**src/rtl/pmul_pkg.sv**
```systemverilog
package pmul_pkg;

    localparam int BYTE_ELEM_W = 8;
    localparam int HALF_ELEM_W = 16;

    typedef enum logic {
        SZ_BYTE = 1'b0,
        SZ_HALF = 1'b1
    } lane_size_e;

    typedef enum logic {
        PICK_EVEN = 1'b0,
        PICK_ODD  = 1'b1
    } lane_pick_e;

    typedef struct packed {
        lane_size_e size;
        lane_pick_e pick;
    } lane_mode_t;

    function automatic int elem_width(input lane_size_e sz);
        return (sz == SZ_HALF) ? HALF_ELEM_W : BYTE_ELEM_W;
    endfunction

    function automatic int pick_offset(input lane_pick_e pk, input int ew);
        return (pk == PICK_ODD) ? ew : 0;
    endfunction

endpackage

```
**src/rtl/pmul_operand_pick.sv**
```systemverilog
module pmul_operand_pick
    import pmul_pkg::*;
#(
    parameter int DATA_W = 64,
    parameter int ELEM_W = 8
) (
    input  logic [DATA_W-1:0]                     word,
    input  lane_pick_e                            pick,
    output logic [DATA_W/(2*ELEM_W)-1:0][ELEM_W-1:0] elems
);
    localparam int CONT_W   = 2 * ELEM_W;
    localparam int NUM_CONT = DATA_W / CONT_W;

    for (genvar k = 0; k < NUM_CONT; k++) begin : g_cont
        logic [ELEM_W-1:0] lo_elem;
        logic [ELEM_W-1:0] hi_elem;
        assign lo_elem  = word[k*CONT_W +: ELEM_W];
        assign hi_elem  = word[k*CONT_W + ELEM_W +: ELEM_W];
        assign elems[k] = (pick == PICK_ODD) ? hi_elem : lo_elem;
    end

endmodule

```
**src/rtl/pmul_clmul_lane.sv**
```systemverilog
module pmul_clmul_lane #(
    parameter int ELEM_W = 8
) (
    input  logic [ELEM_W-1:0]   mcand,
    input  logic [ELEM_W-1:0]   mplier,
    output logic [2*ELEM_W-1:0] prod
);
    localparam int PROD_W = 2 * ELEM_W;

    logic [PROD_W-1:0] acc;
    logic [PROD_W-1:0] mcand_wide;

    assign mcand_wide = {{ELEM_W{1'b0}}, mcand};

    always_comb begin
        acc = '0;
        for (int i = 0; i < ELEM_W; i++) begin
            if (mplier[i]) begin
                acc = acc ^ (mcand_wide << i);
            end
        end
    end

    assign prod = acc;

    // a unit multiplier must return the multiplicand unchanged
    always_comb begin
        if (mplier == ELEM_W'(1)) begin
            p_unit_mult_r8: assert (prod == mcand_wide);
        end
    end

endmodule

```
**src/rtl/pmul_width_slice.sv**
```systemverilog
module pmul_width_slice
    import pmul_pkg::*;
#(
    parameter int DATA_W = 64,
    parameter int ELEM_W = 8
) (
    input  logic [DATA_W-1:0] op_a,
    input  logic [DATA_W-1:0] op_b,
    input  lane_pick_e        pick,
    output logic [DATA_W-1:0] word
);
    localparam int CONT_W   = 2 * ELEM_W;
    localparam int NUM_CONT = DATA_W / CONT_W;

    logic [NUM_CONT-1:0][ELEM_W-1:0] a_elems;
    logic [NUM_CONT-1:0][ELEM_W-1:0] b_elems;

    pmul_operand_pick #(.DATA_W(DATA_W), .ELEM_W(ELEM_W)) u_pick_a (
        .word  (op_a),
        .pick  (pick),
        .elems (a_elems)
    );

    pmul_operand_pick #(.DATA_W(DATA_W), .ELEM_W(ELEM_W)) u_pick_b (
        .word  (op_b),
        .pick  (pick),
        .elems (b_elems)
    );

    for (genvar k = 0; k < NUM_CONT; k++) begin : g_lane
        logic [CONT_W-1:0] lane_prod;
        pmul_clmul_lane #(.ELEM_W(ELEM_W)) u_lane (
            .mcand  (a_elems[k]),
            .mplier (b_elems[k]),
            .prod   (lane_prod)
        );
        assign word[k*CONT_W +: CONT_W] = lane_prod;
    end

endmodule

```
**src/rtl/pmul_widen_top.sv**
```systemverilog
module pmul_widen_top
    import pmul_pkg::*;
#(
    parameter int DATA_W = 64
) (
    input  logic              clk,
    input  logic              rst,
    input  logic              in_valid,
    input  logic [DATA_W-1:0] op_a,
    input  logic [DATA_W-1:0] op_b,
    input  logic              lane_size,
    input  logic              lane_pick,
    output logic              out_valid,
    output logic [DATA_W-1:0] result
);
    localparam int HALF_POINT = DATA_W / 2;

    lane_mode_t        mode;
    logic [DATA_W-1:0] byte_word;
    logic [DATA_W-1:0] half_word;
    logic [DATA_W-1:0] next_word;
    logic              valid_q;
    logic [DATA_W-1:0] result_q;

    assign mode.size = lane_size_e'(lane_size);
    assign mode.pick = lane_pick_e'(lane_pick);

    pmul_width_slice #(.DATA_W(DATA_W), .ELEM_W(BYTE_ELEM_W)) u_byte_slice (
        .op_a (op_a),
        .op_b (op_b),
        .pick (mode.pick),
        .word (byte_word)
    );

    pmul_width_slice #(.DATA_W(DATA_W), .ELEM_W(HALF_ELEM_W)) u_half_slice (
        .op_a (op_a),
        .op_b (op_b),
        .pick (mode.pick),
        .word (half_word)
    );

    assign next_word = (mode.size == SZ_HALF) ? half_word : byte_word;

    always_ff @(posedge clk) begin
        if (rst) begin
            valid_q  <= 1'b0;
            result_q <= '0;
        end else begin
            valid_q <= in_valid;
            if (in_valid) begin
                result_q <= next_word;
            end
        end
    end

    assign out_valid = valid_q;
    assign result    = result_q;

    // an accepted beat raises out_valid on the next cycle
    p_valid_on_r2: assert property (@(posedge clk) disable iff (rst)
        in_valid |=> out_valid);

    // no beat, no out_valid
    p_valid_off_r2: assert property (@(posedge clk) disable iff (rst)
        !in_valid |=> !out_valid);

    // idle edges keep the product
    p_hold_r3: assert property (@(posedge clk) disable iff (rst)
        !in_valid |=> $stable(result));

    // container top bits shared by both layouts stay clear
    p_no_spill_r9: assert property (@(posedge clk) disable iff (rst)
        out_valid |-> (!result[DATA_W-1] && !result[HALF_POINT-1]));

    // a zero multiplicand yields a zero product
    p_zero_op_r8: assert property (@(posedge clk) disable iff (rst)
        (in_valid && (op_a == '0)) |=> (result == '0));

endmodule

```
**config.mk**
```make
export PLATFORM = sky130hd
export DESIGN_NAME = pmul_widen_top
export DESIGN_NICKNAME = d
export VERILOG_FILES = /design/src/rtl/pmul_pkg.sv /design/src/rtl/pmul_operand_pick.sv /design/src/rtl/pmul_clmul_lane.sv /design/src/rtl/pmul_width_slice.sv /design/src/rtl/pmul_widen_top.sv
export SDC_FILE = /design/constraint.sdc
export NUM_CORES = 1
export LEC_CHECK = 0
export ABC_AREA = 0
export BUFFER_PORTS_ARGS = -buffer_cell sky130_fd_sc_hd__buf_2
export CAP_MARGIN = 20
export CORE_MARGIN = 2
export CORE_UTILIZATION = 43
export CTS_CLUSTER_SIZE = 20
export DETAILED_ROUTE_END_ITERATION = 10
export PLACE_DENSITY = 0.69
export SYNTH_ARGS = -nofsm -noshare
export SYNTH_HDL_FRONTEND = slang
export SYNTH_SLANG_ARGS = --single-unit
```
**constraint.sdc**
```tcl
create_clock -name clk -period 6.1 [get_ports clk]
set_input_delay 0.305 -clock clk [delete_from_list [all_inputs] [get_ports clk]]
set_output_delay 0.305 -clock clk [all_outputs]
set_load 0.05 [all_outputs]
```
-- Word-level counts from Yosys, hierarchy flattened
Index checks and enable logic that the tools add are counted.
- bits in registers: 65
- input port bits: 133
- word-level logic and storage cells: 137
- multiplexer cells: 77
- bitwise gates (word level): 58
- operators by type and width (operator ; number):
    $mux W32 ; 30
    $mux W16 ; 34
    $mux W8 ; 12
    $mux W64 ; 1
    $xor A16 B10 Y16 ; 4
    $xor A16 B11 Y16 ; 4
    $xor A16 B12 Y16 ; 4
    $xor A16 B13 Y16 ; 4
    $xor A16 B14 Y16 ; 4
    $xor A16 B15 Y16 ; 4
    $xor A16 B9 Y16 ; 4
    $xor A32 B17 Y32 ; 2
    $xor A32 B18 Y32 ; 2
    $xor A32 B19 Y32 ; 2
    $xor A32 B20 Y32 ; 2
    $xor A32 B21 Y32 ; 2
    $xor A32 B22 Y32 ; 2
    $xor A32 B23 Y32 ; 2
    $xor A32 B24 Y32 ; 2
    $xor A32 B25 Y32 ; 2
    $xor A32 B26 Y32 ; 2
    $xor A32 B27 Y32 ; 2
    $xor A32 B28 Y32 ; 2
    $xor A32 B29 Y32 ; 2
    2 further kinds ; 4

-- Logic depth before layout (Yosys ltp)
- word-level depth: 33
- gate-level depth with buffers: 14

-- Modules after synthesis
From an unflattened synthesis, not the netlist that was laid out.
- cell total of the unflattened synthesis: 2036
- area total of the unflattened synthesis: 16062.9 sq um
- by module, submodules not included (module ; instances ; cells an instance ; area an instance (sq um) ; sequential area each (sq um)):
    pmul_clmul_lane at u_half_slice.g_lane[0].u_lane ... ; 2 ; 547 ; 3995.1 ; 0.0
    pmul_clmul_lane at u_byte_slice.g_lane[0].u_lane ... ; 4 ; 128 ; 759.5 ; 0.0
    pmul_widen_top ; 1 ; 286 ; 2857.7 ; 1301.2
    pmul_operand_pick ; 4 ; 36 ; 544.3 ; 0.0

-- Worst setup path before layout
OpenSTA, ideal clock, no wires.
- kind: input port to flip-flop
- from: input port lane_pick
- to: register result_q[23] (netlist: result[23])
- setup time: 0.132 ns
- arrival time: 2.206 ns
- setup slack: 3.762 ns
- stages on the path: 12
- path buffers: 5
- cells stage by stage: buf_6 > buf_8 > buf_12 > buf_6 > buf_6 > nand3b_1 > a222oi_1 > o211ai_1 > o211ai_1 > or3b_1 > o211ai_1 > a21oi_1
- longest elaborated chain between the ends: 31
- elaborated cells on any way between the ends: 49
- ends and longest elaborated chain (what ; RTL line ; source):
    start: declaration ; pmul_widen_top.sv:12 ; input logic lane_pick,
    $mux W16 ; pmul_operand_pick.sv:19 ; assign elems[k] = (pick == PICK_ODD) ? hi_elem : lo_elem;
    $mux W32 ; pmul_clmul_lane.sv:18 ; if (mplier[i]) begin
    $xor A32 B18 Y32 ; pmul_clmul_lane.sv:19 ; acc = acc ^ (mcand_wide << i);
    $mux W32 ; pmul_clmul_lane.sv:18 ;
    $xor A32 B19 Y32 ; pmul_clmul_lane.sv:19 ;
    $mux W32 ; pmul_clmul_lane.sv:18 ;
    $xor A32 B20 Y32 ; pmul_clmul_lane.sv:19 ;
    $mux W32 ; pmul_clmul_lane.sv:18 ;
    [... 15 more ...] ; - ;
    $mux W32 ; pmul_clmul_lane.sv:18 ;
    $xor A32 B29 Y32 ; pmul_clmul_lane.sv:19 ;
    $mux W32 ; pmul_clmul_lane.sv:18 ;
    $xor A32 B30 Y32 ; pmul_clmul_lane.sv:19 ;
    $mux W32 ; pmul_clmul_lane.sv:18 ;
    $xor A32 B31 Y32 ; pmul_clmul_lane.sv:19 ;
    $mux W32 ; pmul_clmul_lane.sv:18 ;
    $mux W64 (*) ; pmul_widen_top.sv:42 ; assign next_word = (mode.size == SZ_HALF) ? half_word : byte_word;
    end signal: assignment ; pmul_widen_top.sv:51 ; result_q <= next_word;
    end: declaration ; pmul_widen_top.sv:23 ; logic [DATA_W-1:0] result_q;
Mark *: on every way between the ends. The rest lies on a longest branch, timed or not.
A chain may end at the register's enable or synchronous reset.

-- Worst setup path after layout
- from: input port lane_pick
- to: register result_q[46] (netlist: result[46])
- longest elaborated chain between the ends: 33
- elaborated cells on any way between the ends: 49
- ends and longest elaborated chain (what ; RTL line):
    $mux W16 ; pmul_operand_pick.sv:19
    $mux W16 ; pmul_clmul_lane.sv:18
    $xor A32 B17 Y32 ; pmul_clmul_lane.sv:19
    $mux W32 ; pmul_clmul_lane.sv:18
    $xor A32 B18 Y32 ; pmul_clmul_lane.sv:19
    $mux W32 ; pmul_clmul_lane.sv:18
    $xor A32 B19 Y32 ; pmul_clmul_lane.sv:19
    $mux W32 ; pmul_clmul_lane.sv:18
    [... 17 more ...] ; -
    $mux W32 ; pmul_clmul_lane.sv:18
    $xor A32 B29 Y32 ; pmul_clmul_lane.sv:19
    $mux W32 ; pmul_clmul_lane.sv:18
    $xor A32 B30 Y32 ; pmul_clmul_lane.sv:19
    $mux W32 ; pmul_clmul_lane.sv:18
    $xor A32 B31 Y32 ; pmul_clmul_lane.sv:19
    $mux W32 ; pmul_clmul_lane.sv:18
    $mux W64 (*) ; pmul_widen_top.sv:42
Marked as above.

==> summary.md <==
| Metric | Value |
|---|---|
| Type of origin of the critical path | input pin |
| Core area | 36700 um^2 |
| Actual slew at the worst max-slew pin | ~1200 ps |
| Layout cell share with drive strength beyond 1 | 11.34% |
| Commonest register cell after synthesis | dfxtp_1 |
| Required time worst endpoint | 6280 ps |
| Die area | 38930 um^2 |
| Initial DRC count | 3458 |
| Cell with the most instances after synthesis | xnor2_1 |
| Nets | 2341 |
| Starting Density | 43.78% |
| Pleak | ~6.4 nW |
| Row count | 70 |
| Post-layout min period | around 3800 ps |
| Finished Cell Area | between 15000 and 20000 um^2 |
| Antenna-violating nets left | 0 |
| Fin worst setup slack | ~2300 ps |
| Synth area leader | xnor2_1 |
| Final setup fails | 0 |
| Synth area leaders | xnor2_1 (24%), a22oi_1 (9.7%), nor2_1 (9.3%) |
| Unrepaired setup endpoints after global routing | no |
| Worst-Skew Late Latency | 330 ps |
| Detailed Routing Iterations Pass 1 | 7 |
| Gr usage total | 39.58% |
| Clk sinks | 63 |
| CTS tree | built |
| RD Place Congestion | approximately 1.1 |
| Largest net degree at the start of global routing | between 100 and 150 |
| Reg area | approximately 1300 um^2 |
| Setup Skew | 0 ps |
| Final-report hold violation count | 0 |
| Yosys cell types | 60 |
| IR drop worst, VDD | 0.1385 mV |
| P_int | 1.864 mW |
| Syn Std Cell Area | 16070 um^2 |
| Area of placed instances | ~17000 um^2 |
| Hold buffers post-CTS | 0 |
| Post-DR wirelength/cell | 30.00 um |
| Die X | roughly 200 um |
| Setup TNS | 0 ps |
| Area occupied by multi-input gates | around 14000 um^2 |
| DR DRC count | 0 |
| Antenna violations before repair | 2 |
| First-pass GRT wire length | 114.4 mm |
| FF+latch count, synth | 63 |
| Fin. max-slew vios | 0 |
| DPL Wire Length | 57.45 mm |
| PostCTS Resize Cnt | 0 |
| Vias | 18410 |
| Area grow syn2layout | 6.004% |
| Post-synth EDFFs | 0 |
| Synth Warn # | 0 |
| Final Cycle Share | 62.39% |
| Maximum fanout along the worst path | 119 |
| Status | completed |
| Max-Cap Viols | 0 |
| GR Overflow Total | 0 |
| Yosys top cell area share | about a quarter |
| Logic pwr share | 71.1% |
| Dpl ws | approximately 2200 ps |
| DR vias/cell | 6.862 |
| Synth top cells by count | xnor2_1 (438), nor2_1 (398), a22oi_1 (208) |
| Crit path kind | in -> reg |
| Slew headroom | 19.12% |
| Number of buffers added on ports | 195 |
| CTS Root Cell | clkbuf_16 |
| Flop pwr share | between 10% and 20% |
| IO Count | roughly 200 |
| Psw | 2.019 mW |
| Hold WC Path Type | reg -> reg |
| Number of global-route vias before repair | 16460 |
| Arr. time, crit path | approximately 4000 ps |
| Max frequency | 262.7 MHz |
| Clock buffer depth | 2 |
| Post-synth ARST share | 0% |
| Mapped Cells | 2194 |
| Fillers | 3722 |
| CTS H-tree depth | 3 |
| Clock network power share | 15.2% |
| Switching share of total power | between 50% and 60% |
| CTS buffer count | 9 |
| Post-CTS Repair Setup Buffers | 0 |
| Post-synthesis sequential area ratio | 7.850% |
| Crit end category | flop |
| Die H | a little under 200 um |
| Worst-path clk slew | 60 ps |
| WL final | about 80 mm |
| Synthesized area per cell | around 7.3 um^2 |
| Pwr Density | around 230 nW/um^2 |
==> stage by stage <==
stage	hold WS (ps)	total power [mW]	cells	util, %
6_report	441.7	3.883	2682	46.41
5_1_grt	471.7	3.994	2681	46.40
4_1_cts	446.4	3.761	2680	46.38
3_5_place_dp	438.4	3.174	2664	45.48
3_3_place_gp	440.8	3.159	2663	45.46
2_1_floorplan	478.6	2.453	2195	-
==> power by group through the flow <==
stage	Clock (mW)	Sequential (mW)	Combinational [mW]
2_1_floorplan	0	0.752	1.70
3_3_place_gp	0	0.539	2.62
3_5_place_dp	0	0.540	2.63
4_1_cts	0.589	0.531	2.64
5_1_grt	0.603	0.536	2.85
6_report	0.589	0.533	2.76
==> critical path, stage by stage <==
cell and delay, ps:
buf_8 520, buf_4 650, mux2i_1 740, nor2_1 260, xnor2_1 310, xnor2_1 140, xnor2_1 490, xnor2_1 280
o22ai_1 140
==> cell usage in the layout, fill, tap and decap left out, types with 4 or more instances in the layout <==
| master | n |
|---|---|
| nor4_1 | 4 |
| nor3_1 | 17 |
| a211o_1 | 6 |
| nand2_1 | 117 |
| o211a_1 | 4 |
| clkbuf_16 | 9 |
| o22ai_1 | 12 |
| buf_4 | 18 |
| xnor3_1 | 23 |
| dfxtp_1 | 63 |
| inv_1 | 4 |
| a31oi_1 | 4 |
| buf_2 | 194 |
| a311oi_1 | 5 |
| o21ai_1 | 5 |
| o21bai_1 | 4 |
| o21ai_0 | 24 |
| nand2b_1 | 7 |
| mux2i_2 | 13 |
| o211ai_1 | 17 |
| xnor2_1 | 438 |
| a32oi_1 | 101 |
| and2_1 | 29 |
| xor2_1 | 158 |
| o32ai_1 | 4 |
| a21boi_0 | 6 |
| or4_1 | 5 |
| nor2b_1 | 59 |
| a211oi_1 | 16 |
| nand3_1 | 15 |
| a222oi_1 | 4 |
| nand3b_1 | 10 |
| a21oi_1 | 57 |
| nor2_1 | 398 |
| a2bb2oi_1 | 4 |
| a22oi_1 | 208 |
| mux2i_1 | 115 |
==> registers in the layout, indices dropped and copies added, names as in the netlist <==
name,count
out_valid,1
result,62
==> cell type report <==
class                           instances  share of cell area (%)
Clock buffer                            9                   1.322
Antenna cell                            1                 0.01469
Sequential cell                        63                   7.405
Clock inverter                          7                  0.6171
Multi-Input combinational cell       1916                   80.41
Inverter                                4                 0.08816
Timing Repair Buffer                  214                   6.700
Tap cell                              468                   3.438
==> cells by family after synthesis <==
logic type	Yosys count	share of synthesized area [%]
simple gates	673	18.15
xor+xnor	620	35.82
compound gates	490	22.65
buf+inv	216	6.931
mux	131	8.582
flops	63	7.850
other cells	1	0.02334
==> per-layer routing <==
layer | GRT usage (%) | vias to the layer above | part of all wire (%)
met5 | 0 | - | 0.039
met3 | 16.97 | 338 | 18
met4 | 14.51 | 4 | 4.8
li1 | - | 7672 | -
met1 | 56.32 | 8686 | 40
met2 | 51.71 | 1705 | 37
==> final timing paths <==
check / startpoint / to / slack [ps] / cells after the start
hold reg to reg: result[47]$_SDFFE_PP0P_ / result[47]$_SDFFE_PP0P_ / 440 / 2
hold / removal: result[47]$_SDFFE_PP0P_ / result[47]$_SDFFE_PP0P_ / 440 / 2
setup / recovery: lane_pick / result[46]$_SDFFE_PP0P_ / 2290 / 9
setup reg to reg: result[43]$_SDFFE_PP0P_ / result[43]$_SDFFE_PP0P_ / 5090 / 3
(Power assumes the default switching activity.)
